### config.mk
export PLATFORM = sky130hd
export DESIGN_NAME = modgen_top
export DESIGN_NICKNAME = d
export VERILOG_FILES = /design/src/rtl/modgen_pkg.sv /design/src/rtl/modgen_ctrl.sv /design/src/rtl/modgen_datapath.sv /design/src/rtl/modgen_top.sv
export SDC_FILE = /design/constraint.sdc
export NUM_CORES = 1
export LEC_CHECK = 0
export BUFFER_PORTS_ARGS = -buffer_cell sky130_fd_sc_hd__buf_4
export CAP_MARGIN = 20
export CORE_ASPECT_RATIO = 1.5
export CORE_MARGIN = 2
export CORE_UTILIZATION = 35
export DETAILED_ROUTE_END_ITERATION = 10
export HOLD_SLACK_MARGIN = 0.03
export REMOVE_ABC_BUFFERS = 1
export SLEW_MARGIN = 20
export SYNTH_ARGS = -nofsm -noshare
export SYNTH_HDL_FRONTEND = slang
export SYNTH_HIERARCHICAL = 1
export SYNTH_SLANG_ARGS = --single-unit
export TNS_END_PERCENT = 10
### constraint.sdc
create_clock -name clk -period 4 [get_ports clk]
set_clock_uncertainty 0.2 [all_clocks]
set_input_delay 0.6 -clock clk [delete_from_list [all_inputs] [get_ports clk]]
set_output_delay 0.6 -clock clk [all_outputs]
set_load 0.03 [all_outputs]
### src/rtl/modgen_pkg.sv
package modgen_pkg;

  localparam int SAMPLE_W = 12;
  localparam int PHASE_W  = 6;

  typedef struct packed {
    logic sampleTick;
    logic symbolTick;
  } modStrobe_t;

  typedef enum logic [1:0] {
    MODE_ASK  = 2'b00,
    MODE_FSK  = 2'b01,
    MODE_BPSK = 2'b10,
    MODE_QPSK = 2'b11
  } modMode_t;

  // First quarter of a sine wave, 2047 peak, 16 steps per quarter
  function automatic logic signed [SAMPLE_W-1:0] quarterSine(input logic [4:0] k);
    case (k)
      5'd0:    return 12'sd0;
      5'd1:    return 12'sd201;
      5'd2:    return 12'sd399;
      5'd3:    return 12'sd594;
      5'd4:    return 12'sd783;
      5'd5:    return 12'sd965;
      5'd6:    return 12'sd1137;
      5'd7:    return 12'sd1299;
      5'd8:    return 12'sd1447;
      5'd9:    return 12'sd1582;
      5'd10:   return 12'sd1702;
      5'd11:   return 12'sd1805;
      5'd12:   return 12'sd1891;
      5'd13:   return 12'sd1959;
      5'd14:   return 12'sd2008;
      5'd15:   return 12'sd2037;
      default: return 12'sd2047;
    endcase
  endfunction

  // Full 64-step sine built from quarter symmetry
  function automatic logic signed [SAMPLE_W-1:0] sineAt(input logic [PHASE_W-1:0] p);
    logic [4:0] idx;
    logic [4:0] mirror;
    idx    = {1'b0, p[3:0]};
    mirror = 5'd16 - idx;
    case (p[5:4])
      2'd0:    return quarterSine(idx);
      2'd1:    return quarterSine(mirror);
      2'd2:    return -quarterSine(idx);
      default: return -quarterSine(mirror);
    endcase
  endfunction

  function automatic logic [15:0] lfsrStep(input logic [15:0] q);
    return {q[14:0], q[15] ^ q[13] ^ q[12] ^ q[10]};
  endfunction

endpackage

### src/rtl/modgen_ctrl.sv
module modgen_ctrl
  import modgen_pkg::*;
#(
  parameter int SAMPLE_DIV     = 2,
  parameter int SYMBOL_SAMPLES = 512
) (
  input  logic       clk,
  input  logic       rstN,
  output modStrobe_t strobe
);

  localparam int DIV_W = (SAMPLE_DIV > 1) ? $clog2(SAMPLE_DIV) : 1;
  localparam int SYM_W = (SYMBOL_SAMPLES > 1) ? $clog2(SYMBOL_SAMPLES) : 1;
  localparam logic [DIV_W-1:0] DIV_LAST = DIV_W'(SAMPLE_DIV - 1);
  localparam logic [SYM_W-1:0] SYM_LAST = SYM_W'(SYMBOL_SAMPLES - 1);

  logic [DIV_W-1:0] divCnt;
  logic [SYM_W-1:0] symCnt;

  always_comb begin
    strobe.sampleTick = (divCnt == DIV_LAST);
    strobe.symbolTick = strobe.sampleTick && (symCnt == SYM_LAST);
  end

  always_ff @(posedge clk) begin
    if (!rstN) begin
      divCnt <= '0;
      symCnt <= '0;
    end else begin
      divCnt <= strobe.sampleTick ? '0 : divCnt + 1'b1;
      if (strobe.sampleTick)
        symCnt <= strobe.symbolTick ? '0 : symCnt + 1'b1;
    end
  end

  generate
    if (SAMPLE_DIV > 1) begin : g_gapCheck
      p_tick_gap_r2: assert property (@(posedge clk) disable iff (!rstN)
        strobe.sampleTick |=> !strobe.sampleTick);
    end
  endgenerate

endmodule

### src/rtl/modgen_datapath.sv
module modgen_datapath
  import modgen_pkg::*;
#(
  parameter logic [15:0] LFSR_SEED = 16'hACE1
) (
  input  logic                clk,
  input  logic                rstN,
  input  modStrobe_t          strobe,
  input  logic [1:0]          modeSel,
  output logic [SAMPLE_W-1:0] sampleOut,
  output logic                sampleValid
);

  localparam logic [PHASE_W-1:0] HALF_TURN    = PHASE_W'(1 << (PHASE_W - 1));
  localparam logic [PHASE_W-1:0] QUARTER_TURN = PHASE_W'(1 << (PHASE_W - 2));

  logic [15:0]        lfsr;
  logic [PHASE_W-1:0] basePhase;
  logic [PHASE_W-1:0] fskPhase;
  logic               dataBit;
  logic [PHASE_W-1:0] qpskOffset;
  logic signed [SAMPLE_W-1:0] modSample [4];
  logic signed [SAMPLE_W-1:0] chosen;

  assign dataBit = lfsr[0];

  // Gray-coded four-phase offsets
  always_comb begin
    case (lfsr[1:0])
      2'b00:   qpskOffset = '0;
      2'b01:   qpskOffset = QUARTER_TURN;
      2'b11:   qpskOffset = HALF_TURN;
      default: qpskOffset = HALF_TURN + QUARTER_TURN;
    endcase
  end

  always_comb begin
    modSample[MODE_ASK]  = dataBit ? sineAt(basePhase) : '0;
    modSample[MODE_FSK]  = sineAt(fskPhase);
    modSample[MODE_BPSK] = sineAt(dataBit ? basePhase : basePhase + HALF_TURN);
    modSample[MODE_QPSK] = sineAt(basePhase + qpskOffset);
    chosen               = modSample[modeSel];
  end

  always_ff @(posedge clk) begin
    if (!rstN) begin
      lfsr        <= LFSR_SEED;
      basePhase   <= '0;
      fskPhase    <= '0;
      sampleOut   <= {1'b1, {(SAMPLE_W-1){1'b0}}};
      sampleValid <= 1'b0;
    end else begin
      sampleValid <= strobe.sampleTick;
      if (strobe.sampleTick) begin
        basePhase <= basePhase + 1'b1;
        fskPhase  <= fskPhase + (dataBit ? PHASE_W'(2) : PHASE_W'(1));
        sampleOut <= {~chosen[SAMPLE_W-1], chosen[SAMPLE_W-2:0]};
      end
      if (strobe.symbolTick)
        lfsr <= lfsrStep(lfsrStep(lfsr));
    end
  end

  p_lfsr_nonzero_r5: assert property (@(posedge clk) disable iff (!rstN)
    lfsr != '0);

  p_lfsr_hold_r5: assert property (@(posedge clk) disable iff (!rstN)
    !strobe.symbolTick |=> $stable(lfsr));

  p_hold_between_r2: assert property (@(posedge clk) disable iff (!rstN)
    !sampleValid |-> $stable(sampleOut));

  p_valid_follows_r2: assert property (@(posedge clk) disable iff (!rstN)
    strobe.sampleTick |=> sampleValid);

  p_base_step_r4: assert property (@(posedge clk) disable iff (!rstN)
    strobe.sampleTick |=> basePhase == $past(basePhase) + PHASE_W'(1));

  p_fsk_step_r7: assert property (@(posedge clk) disable iff (!rstN)
    strobe.sampleTick |=>
      fskPhase == $past(fskPhase) + ($past(lfsr[0]) ? PHASE_W'(2) : PHASE_W'(1)));

  p_ask_off_r6: assert property (@(posedge clk) disable iff (!rstN)
    strobe.sampleTick && modeSel == MODE_ASK && !lfsr[0] |=> sampleOut == 12'h800);

endmodule

### src/rtl/modgen_top.sv
module modgen_top
  import modgen_pkg::*;
#(
  parameter int          SAMPLE_DIV     = 2,
  parameter int          CARRIER_CYCLES = 8,
  parameter logic [15:0] LFSR_SEED      = 16'hACE1
) (
  input  logic        clk,
  input  logic        rstN,
  input  logic [1:0]  modeSel,
  output logic [11:0] sampleOut,
  output logic        sampleValid
);

  localparam int SYMBOL_SAMPLES = CARRIER_CYCLES * (1 << PHASE_W);

  modStrobe_t strobe;

  modgen_ctrl #(
    .SAMPLE_DIV    (SAMPLE_DIV),
    .SYMBOL_SAMPLES(SYMBOL_SAMPLES)
  ) u_ctrl (
    .clk   (clk),
    .rstN  (rstN),
    .strobe(strobe)
  );

  modgen_datapath #(
    .LFSR_SEED(LFSR_SEED)
  ) u_datapath (
    .clk        (clk),
    .rstN       (rstN),
    .strobe     (strobe),
    .modeSel    (modeSel),
    .sampleOut  (sampleOut),
    .sampleValid(sampleValid)
  );

endmodule

==> flow_summary.ini, run 1 <==
[timing]
report.final.setup_viol = 0
worst_pin_slew_ns = 0.964
final.setup.tns_ns = 0
timing_hold_violations_final = 0
layout_min_cycle_time_ns = 3.72
max_freq_mhz = 269
rsz0062_at_grt = false
worst_slew_margin_rel_pct = 35.3
report.final.slew_viol_count = 0
post-route-period-util_pct = 93.0

[floorplanning]
die_x_um = 125
row_count = 66
pin_count = 17
core_area_um2 = 21600
die_area_um2 = 23100
initial_utilization_pct = 35.4
die_height_um = 185

[critical_path]
worstPathCellList = inv_1 -> ha_1 -> and2_1 -> o21ai_0 -> a211oi_1 -> nor2_1 -> inv_1 -> ha_1 -> nand4_1 -> or4b_1 -> o31a_1 -> a211oi_2 -> o31ai_1
path_delay_family = compound AO/OA/AOI/OAI gates
cp_slowest_stage_delay_ns = 0.53
cp_max_fo = 11
worst-setup-path-type = flop to flop
timing.critical_path.required_ns = 4.02
arrival_ns = 3.74
critical_path_cell_count = 13
reg2reg_depth = 13
worst-path-buf-inv = 2
worstSetupEndpointType = flop
cp-start-kind = flop
cp_slowest_cell = or4b_1

[placement]
gp_congestion = 0.993
buffer_ports.inserted = 16
hpwlAfterDp_um = 18700
place_inst = 1273
dpl_cell_area_um2 = 8070

[synthesis]
ys_dominant_reg_cell = dfxtp_1
synth.distinct_cells = 94
post_synth_edffs = 0
async_reset_ff_share_pct = 0
synth.cell_area_um2 = 7670
synthesis.area_per_instance_um2 = 7.47
synth_cells = 1026
synth-seq-area-share_pct = 19.1
ys_seq_elements = 73
synthesis.yosys.warnings = 6

[global_routing]
number_of_global_route_vias_before_repair = 7379
maximum_number_of_pins_on_one_net_before_global_route_repair = 48
globalRoute.totalOverflow = 0
grt_first_pass_wirelength_um = 39600
overall_global_routing_resource_usage_pct = 21.1
grt_antenna_before_repair = 0

[route]
routedWlPerCell_um = 19.4
drt_pre_antenna_iters = 6
count_of_routing_violations_after_the_opening_detailed_route_iteration = 633
postRouteAntennaNets = 0
routed_wl_um = 25000
drcViolationCount = 0
route.detailed.vias_per_inst = 6.09
dr_total_vias = 7855

[clock_tree]
clk_latency_ns = 0.34
clockRootBuffer = clkbuf_16
tritoncts = yes
h_tree_levels = 3
tritoncts.num_buffers = 9
clk_pin_slew_worst_paths_ns = 0.06
cts.sinks = 73
post_cts.repair.setup_buffers = 0
max-clock-path-buffers = 2

[power_and_ir_drop]
power_density_nw_per_um2 = 292
ir_drop_mv = 0.174
leakagePower_nw = 3.19

[finish]
layout.cells.non_filler = 1289
layout-area-overhead-vs-synth_pct = 9.37
finish.instance_area_um2 = 8380
fill_cells = 2283
final_layout_size_suffix_gt1_share_pct = 10.3
antennaDiodeCount = 0
nets = 1059

[hold_path]
worst_hold_path_type = flop to flop
hold_depth = 2

[outcome]
status = complete, no violations

[flow_run]
max-cap-violations = 0
## final timing paths
path,start,to,slack (ns)
hold / removal,u_datapath/lfsr[6]$_SDFFE_PN1P_,u_datapath/lfsr[6]$_SDFFE_PN1P_,0.27
setup reg to reg,u_datapath/fskPhase[0]$_SDFFE_PN0P_,u_datapath/sampleOut[10]$_SDFFE_PN0P_,0.28
hold reg to reg,u_datapath/lfsr[6]$_SDFFE_PN1P_,u_datapath/lfsr[6]$_SDFFE_PN1P_,0.27
setup / recovery,u_datapath/fskPhase[0]$_SDFFE_PN0P_,u_datapath/sampleOut[10]$_SDFFE_PN0P_,0.28
## layer usage
metal | part of all wire [%] | track usage, % | vias to the layer above | routed length, µm
li1 | - | - | 3741 | -
met1 | 38 | 23.1 | 3702 | 9370
met2 | 52 | 39.4 | 312 | 12900
met3 | 4.8 | 1.91 | 100 | 1190
met4 | 6.1 | 12.4 | 0 | 1530
met5 | 0 | 0 | - | 0
## power by group
| group | switching [mW] | total, mW | internal (mW) |
|---|---|---|---|
| registers | 0.0377 | 0.799 | 0.761 |
| logic | 0.507 | 0.801 | 0.294 |
| clock network | 0.356 | 0.851 | 0.494 |
| total | 0.901 | 2.45 | 1.55 |
## cells by family after synthesis
kind of cell / synth area share, %
adders and majority gates: 7.12
buffers and inverters: 7.26
xor gates and xnor gates: 7.56
and+or+nand+nor: 23.1
DFF: 19.1
AOI/OAI and AO/OA: 30.4
muxes: 5.53
## through the flow
step / power [mW] / worst slack (ns) / util, % / hold WS, ns
finish: 2.45 / 0.282 / 38.8 / 0.275
global route: 2.57 / 0.0272 / 38.8 / 0.306
CTS: 2.45 / 0.199 / 38.7 / 0.283
detailed placement: 1.59 / 0.250 / 37.3 / 0.264
global placement: 1.59 / 0.252 / 37.3 / 0.256
floorplan: 1.34 / 0.138 / - / 0.240
## cells in the mapped netlist (5+ instances only)
cell | instances | area (µm²)
buf_2 | 25 | 125
o21a_1 | 7 | 52.6
a221oi_1 | 7 | 61.3
o21ai_0 | 64 | 320
o211ai_1 | 15 | 113
nand2b_1 | 23 | 144
o31a_1 | 6 | 52.6
a31oi_1 | 22 | 138
nand3_1 | 32 | 160
and2_1 | 10 | 62.6
nand2_1 | 103 | 387
xor2_1 | 17 | 149
o41ai_1 | 6 | 52.6
and3_1 | 6 | 37.5
mux2i_1 | 30 | 300
a211o_1 | 8 | 70.1
clkbuf_1 | 42 | 158
o21ai_1 | 6 | 30.0
nor2b_1 | 32 | 200
o2111ai_1 | 6 | 52.6
buf_1 | 7 | 26.3
nor3_1 | 17 | 85.1
o22ai_1 | 11 | 68.8
inv_1 | 43 | 161
o221ai_1 | 14 | 123
xnor2_1 | 46 | 403
nor2_1 | 62 | 233
mux4_2 | 5 | 113
nand4_1 | 9 | 56.3
a211oi_1 | 10 | 75.1
o31ai_1 | 16 | 120
o311ai_1 | 5 | 43.8
o211a_1 | 5 | 50.1
dfxtp_1 | 73 | 1460
a21oi_1 | 66 | 330
ha_1 | 42 | 526
buf_4 | 6 | 45.0
or3_1 | 15 | 93.8
## what timing repair did
item	4_1_cts	5_1_grt
endpoints found under the hold margin	0	0
resized for setup	0	1
setup endpoints to repair	0	1
hold buffers	0	0
## placed cells by master, fill, tap and decap left out, types with 14 or more instances in the layout
master    count
dfxtp_1      72
xnor2_1      46
o21ai_0      64
a21oi_1      66
xor2_1       17
nor3_1       17
nor2_1       62
nand2_1     103
ha_1         42
mux2i_1      30
or3_1        15
nor2b_1      32
nand2b_1     23
inv_1        43
o211ai_1     15
o31ai_1      15
o221ai_1     14
buf_4        56
a31oi_1      22
nand3_1      32
## area by class of cell
class / count / area, µm² / area share, %
inverter: 48 / 180 / 2.15
clock buffer: 9 / 225 / 2.69
sequential: 73 / 1460 / 17.4
timing repair buffer: 57 / 440 / 5.25
multi-input combinational: 823 / 5650 / 67.4
tap: 272 / 340 / 4.06
clock inverter: 7 / 82.6 / 0.985
## worst register-to-register path: stages (launching register included)
cell and delay, ns:
dfxtp_1 0.31, inv_1 0.21, ha_1 0.41, and2_1 0.22, o21ai_0 0.09, a211oi_1 0.50, nor2_1 0.13, inv_1 0.08
ha_1 0.18, nand4_1 0.17, or4b_1 0.54, o31a_1 0.26, a211oi_2 0.21, o31ai_1 0.09
(Power assumes the default switching activity.)
==> run 2, diff against run 1 <==
--- a/config.mk
+++ b/config.mk
@@ -7,7 +7,6 @@
 export LEC_CHECK = 0
 export BUFFER_PORTS_ARGS = -buffer_cell sky130_fd_sc_hd__buf_4
 export CAP_MARGIN = 20
-export CORE_ASPECT_RATIO = 1.5
 export CORE_MARGIN = 2
 export CORE_UTILIZATION = 35
 export DETAILED_ROUTE_END_ITERATION = 10
==> constraint.sdc (replaced) <==
create_clock -name clk -period 4 [get_ports clk]
set_clock_uncertainty 0.2 [all_clocks]
set_input_delay 0.8 -clock clk [delete_from_list [all_inputs] [get_ports clk]]
set_output_delay 0.8 -clock clk [all_outputs]
set_load 0.03 [all_outputs]
==> run 2 against run 1 <==
Compared with the run above: register-to-register slack about the same; clock-buffer cell count rose by 1; clock power up 1%; combinational power fell by 1%; critical path depth unchanged; final cell count hardly changed; total power barely moved; worst hold slack better by 0.0080 ns; fmax down 0.29%; largest cell class unchanged.
==> flow_summary.ini, run 2 (synthesized netlist as in run 1, its figures left out) <==
[outcome]
status = complete, no violations

[floorplanning]
initial_utilization_pct = 35.3
die_area_um2 = 23100
row_count = 54
die_x_um = 152
die_height_um = 152
core_area_um2 = 21700
pin_count = 17

[critical_path]
worst-path-buf-inv = 3
cp_max_fo = 24
cp_slowest_cell = nor4_2
worst-setup-path-type = flop to flop
worstSetupEndpointType = flop
timing.critical_path.mode_cell = inv_1
cp_slowest_stage_delay_ns = 0.59
worstPathCellList = buf_4 -> nor4_2 -> or2_1 -> a31o_1 -> a21oi_1 -> inv_1 -> ha_1 -> inv_1 -> a211oi_4 -> nand4_4 -> xnor2_1 -> a2111oi_0 -> o32a_1
path_delay_family = compound AO/OA/AOI/OAI gates
timing.critical_path.required_ns = 4.09
arrival_ns = 3.82
cp-start-kind = flop
regToRegStartpoint = u_datapath/basePhase[0]$_SDFFE_PN0P_
timing_startpoint_of_the_critical_path = u_datapath/basePhase[0]$_SDFFE_PN0P_

[route]
routedWlPerCell_um = 17.8
top_signal_layer_used = met4
met2WireLength_um = 10300
routed_wl_um = 22900
m1WireLength_um = 10600
met3_wirelength_from_detailed_routing_um = 1490
route.detailed.vias_per_inst = 5.91
drt_pre_antenna_iters = 6
dr_total_vias = 7629
postRouteAntennaNets = 0
count_of_routing_violations_after_the_opening_detailed_route_iteration = 649
drcViolationCount = 0

[clock_tree]
clk_latency_ns = 0.35
h_tree_levels = 3
tritoncts = yes
cts.sinks = 73
cts_hold_buffers = 0
clockRootBuffer = clkbuf_16
clk_pin_slew_worst_paths_ns = 0.06
max-clock-path-buffers = 2
count_of_cells_resized_by_post_cts_repair = 0
tritoncts.num_buffers = 9
post_cts.repair.setup_buffers = 0

[finish]
layout-area-overhead-vs-synth_pct = 8.86
leading_cell_types_in_the_layout_fill_and_taps_excluded = nand2_1 (103), dfxtp_1 (72), a21oi_1 (66), o21ai_0 (64), nor2_1 (62)
final_layout_size_suffix_gt1_share_pct = 9.70
antennaDiodeCount = 0
nets = 1052
final_common_cell = nand2_1

[hold_path]
worstHoldStart = u_datapath/lfsr[5]$_SDFFE_PN1P_
worst_hold_path_type = flop to flop

[global_routing]
number_of_global_route_vias_before_repair = 6855
globalRoute.totalOverflow = 0
maximum_number_of_pins_on_one_net_before_global_route_repair = 48
overall_global_routing_resource_usage_pct = 19.3
grt_first_pass_wirelength_um = 37300
grt_antenna_before_repair = 0

[timing]
timing_hold_violations_final = 0
rsz0062_at_grt = false
final.setup.tns_ns = 0
report.final.slew_viol_count = 0
report.final.setup_viol = 0
worst_slew_margin_rel_pct = 35.8
layout_min_cycle_time_ns = 3.73
worst_pin_slew_ns = 0.957
max_freq_mhz = 268
post-route-period-util_pct = 93.2

[power_and_ir_drop]
leakagePower_nw = 3.17
ir_drop_mv = 0.171
power_density_nw_per_um2 = 294
power_total_mw = 2.45

[placement]
buffer_ports.inserted = 16
hpwlAfterDp_um = 16900
gp_congestion = 0.925

[flow_run]
max-cap-violations = 0
run 2: report_power, final:
group	switching [mW]	leakage [nW]	internal (mW)
registers	0.0391	0.595	0.762
logic	0.497	2.42	0.292
clock network	0.313	0.153	0.548
run 2: metrics by stage:
step	util (%)	instance area, µm²	std cells	setup slack, ns	hold WS [ns]
global route	38.5	8350	1290	0.0538	0.303
global placement	37.0	8020	1274	0.410	0.253
detailed placement	37.0	8020	1274	0.349	0.265
finish	38.5	8350	1290	0.271	0.283
floorplan	-	7290	944	0.138	0.240
CTS	38.4	8340	1290	0.311	0.283
run 2: final cells by class:
type,count,area [µm²]
timing repair buffer,50,375
inverter,48,180
multi-input combinational,823,5660
clock buffer,10,229
clock inverter,6,90.1
sequential,73,1460
tap,280,350
fill,2291,13300
run 2: layer usage:
layer	global-route usage, %	up-vias
li1	-	3726
met1	27.4	3591
met2	29.4	270
met3	3.11	42
met4	7.43	0
met5	0	-
run 2: final timing paths:
path                                          end  slack [ns]  cells after the start
max          u_datapath/sampleOut[8]$_SDFFE_PN0P_        0.27                     13
min               u_datapath/lfsr[5]$_SDFFE_PN1P_        0.28                      2
max reg2reg  u_datapath/sampleOut[8]$_SDFFE_PN0P_        0.27                     13
min reg2reg       u_datapath/lfsr[5]$_SDFFE_PN1P_        0.28                      2
run 2: worst register-to-register path: stages, from the launching register on:
cell	delay, ns
dfxtp_1	0.32
buf_4	0.22
nor4_2	0.60
or2_1	0.20
a31o_1	0.16
a21oi_1	0.12
inv_1	0.11
ha_1	0.28
inv_1	0.15
a211oi_4	0.31
nand4_4	0.19
xnor2_1	0.17
a2111oi_0	0.46
o32a_1	0.20
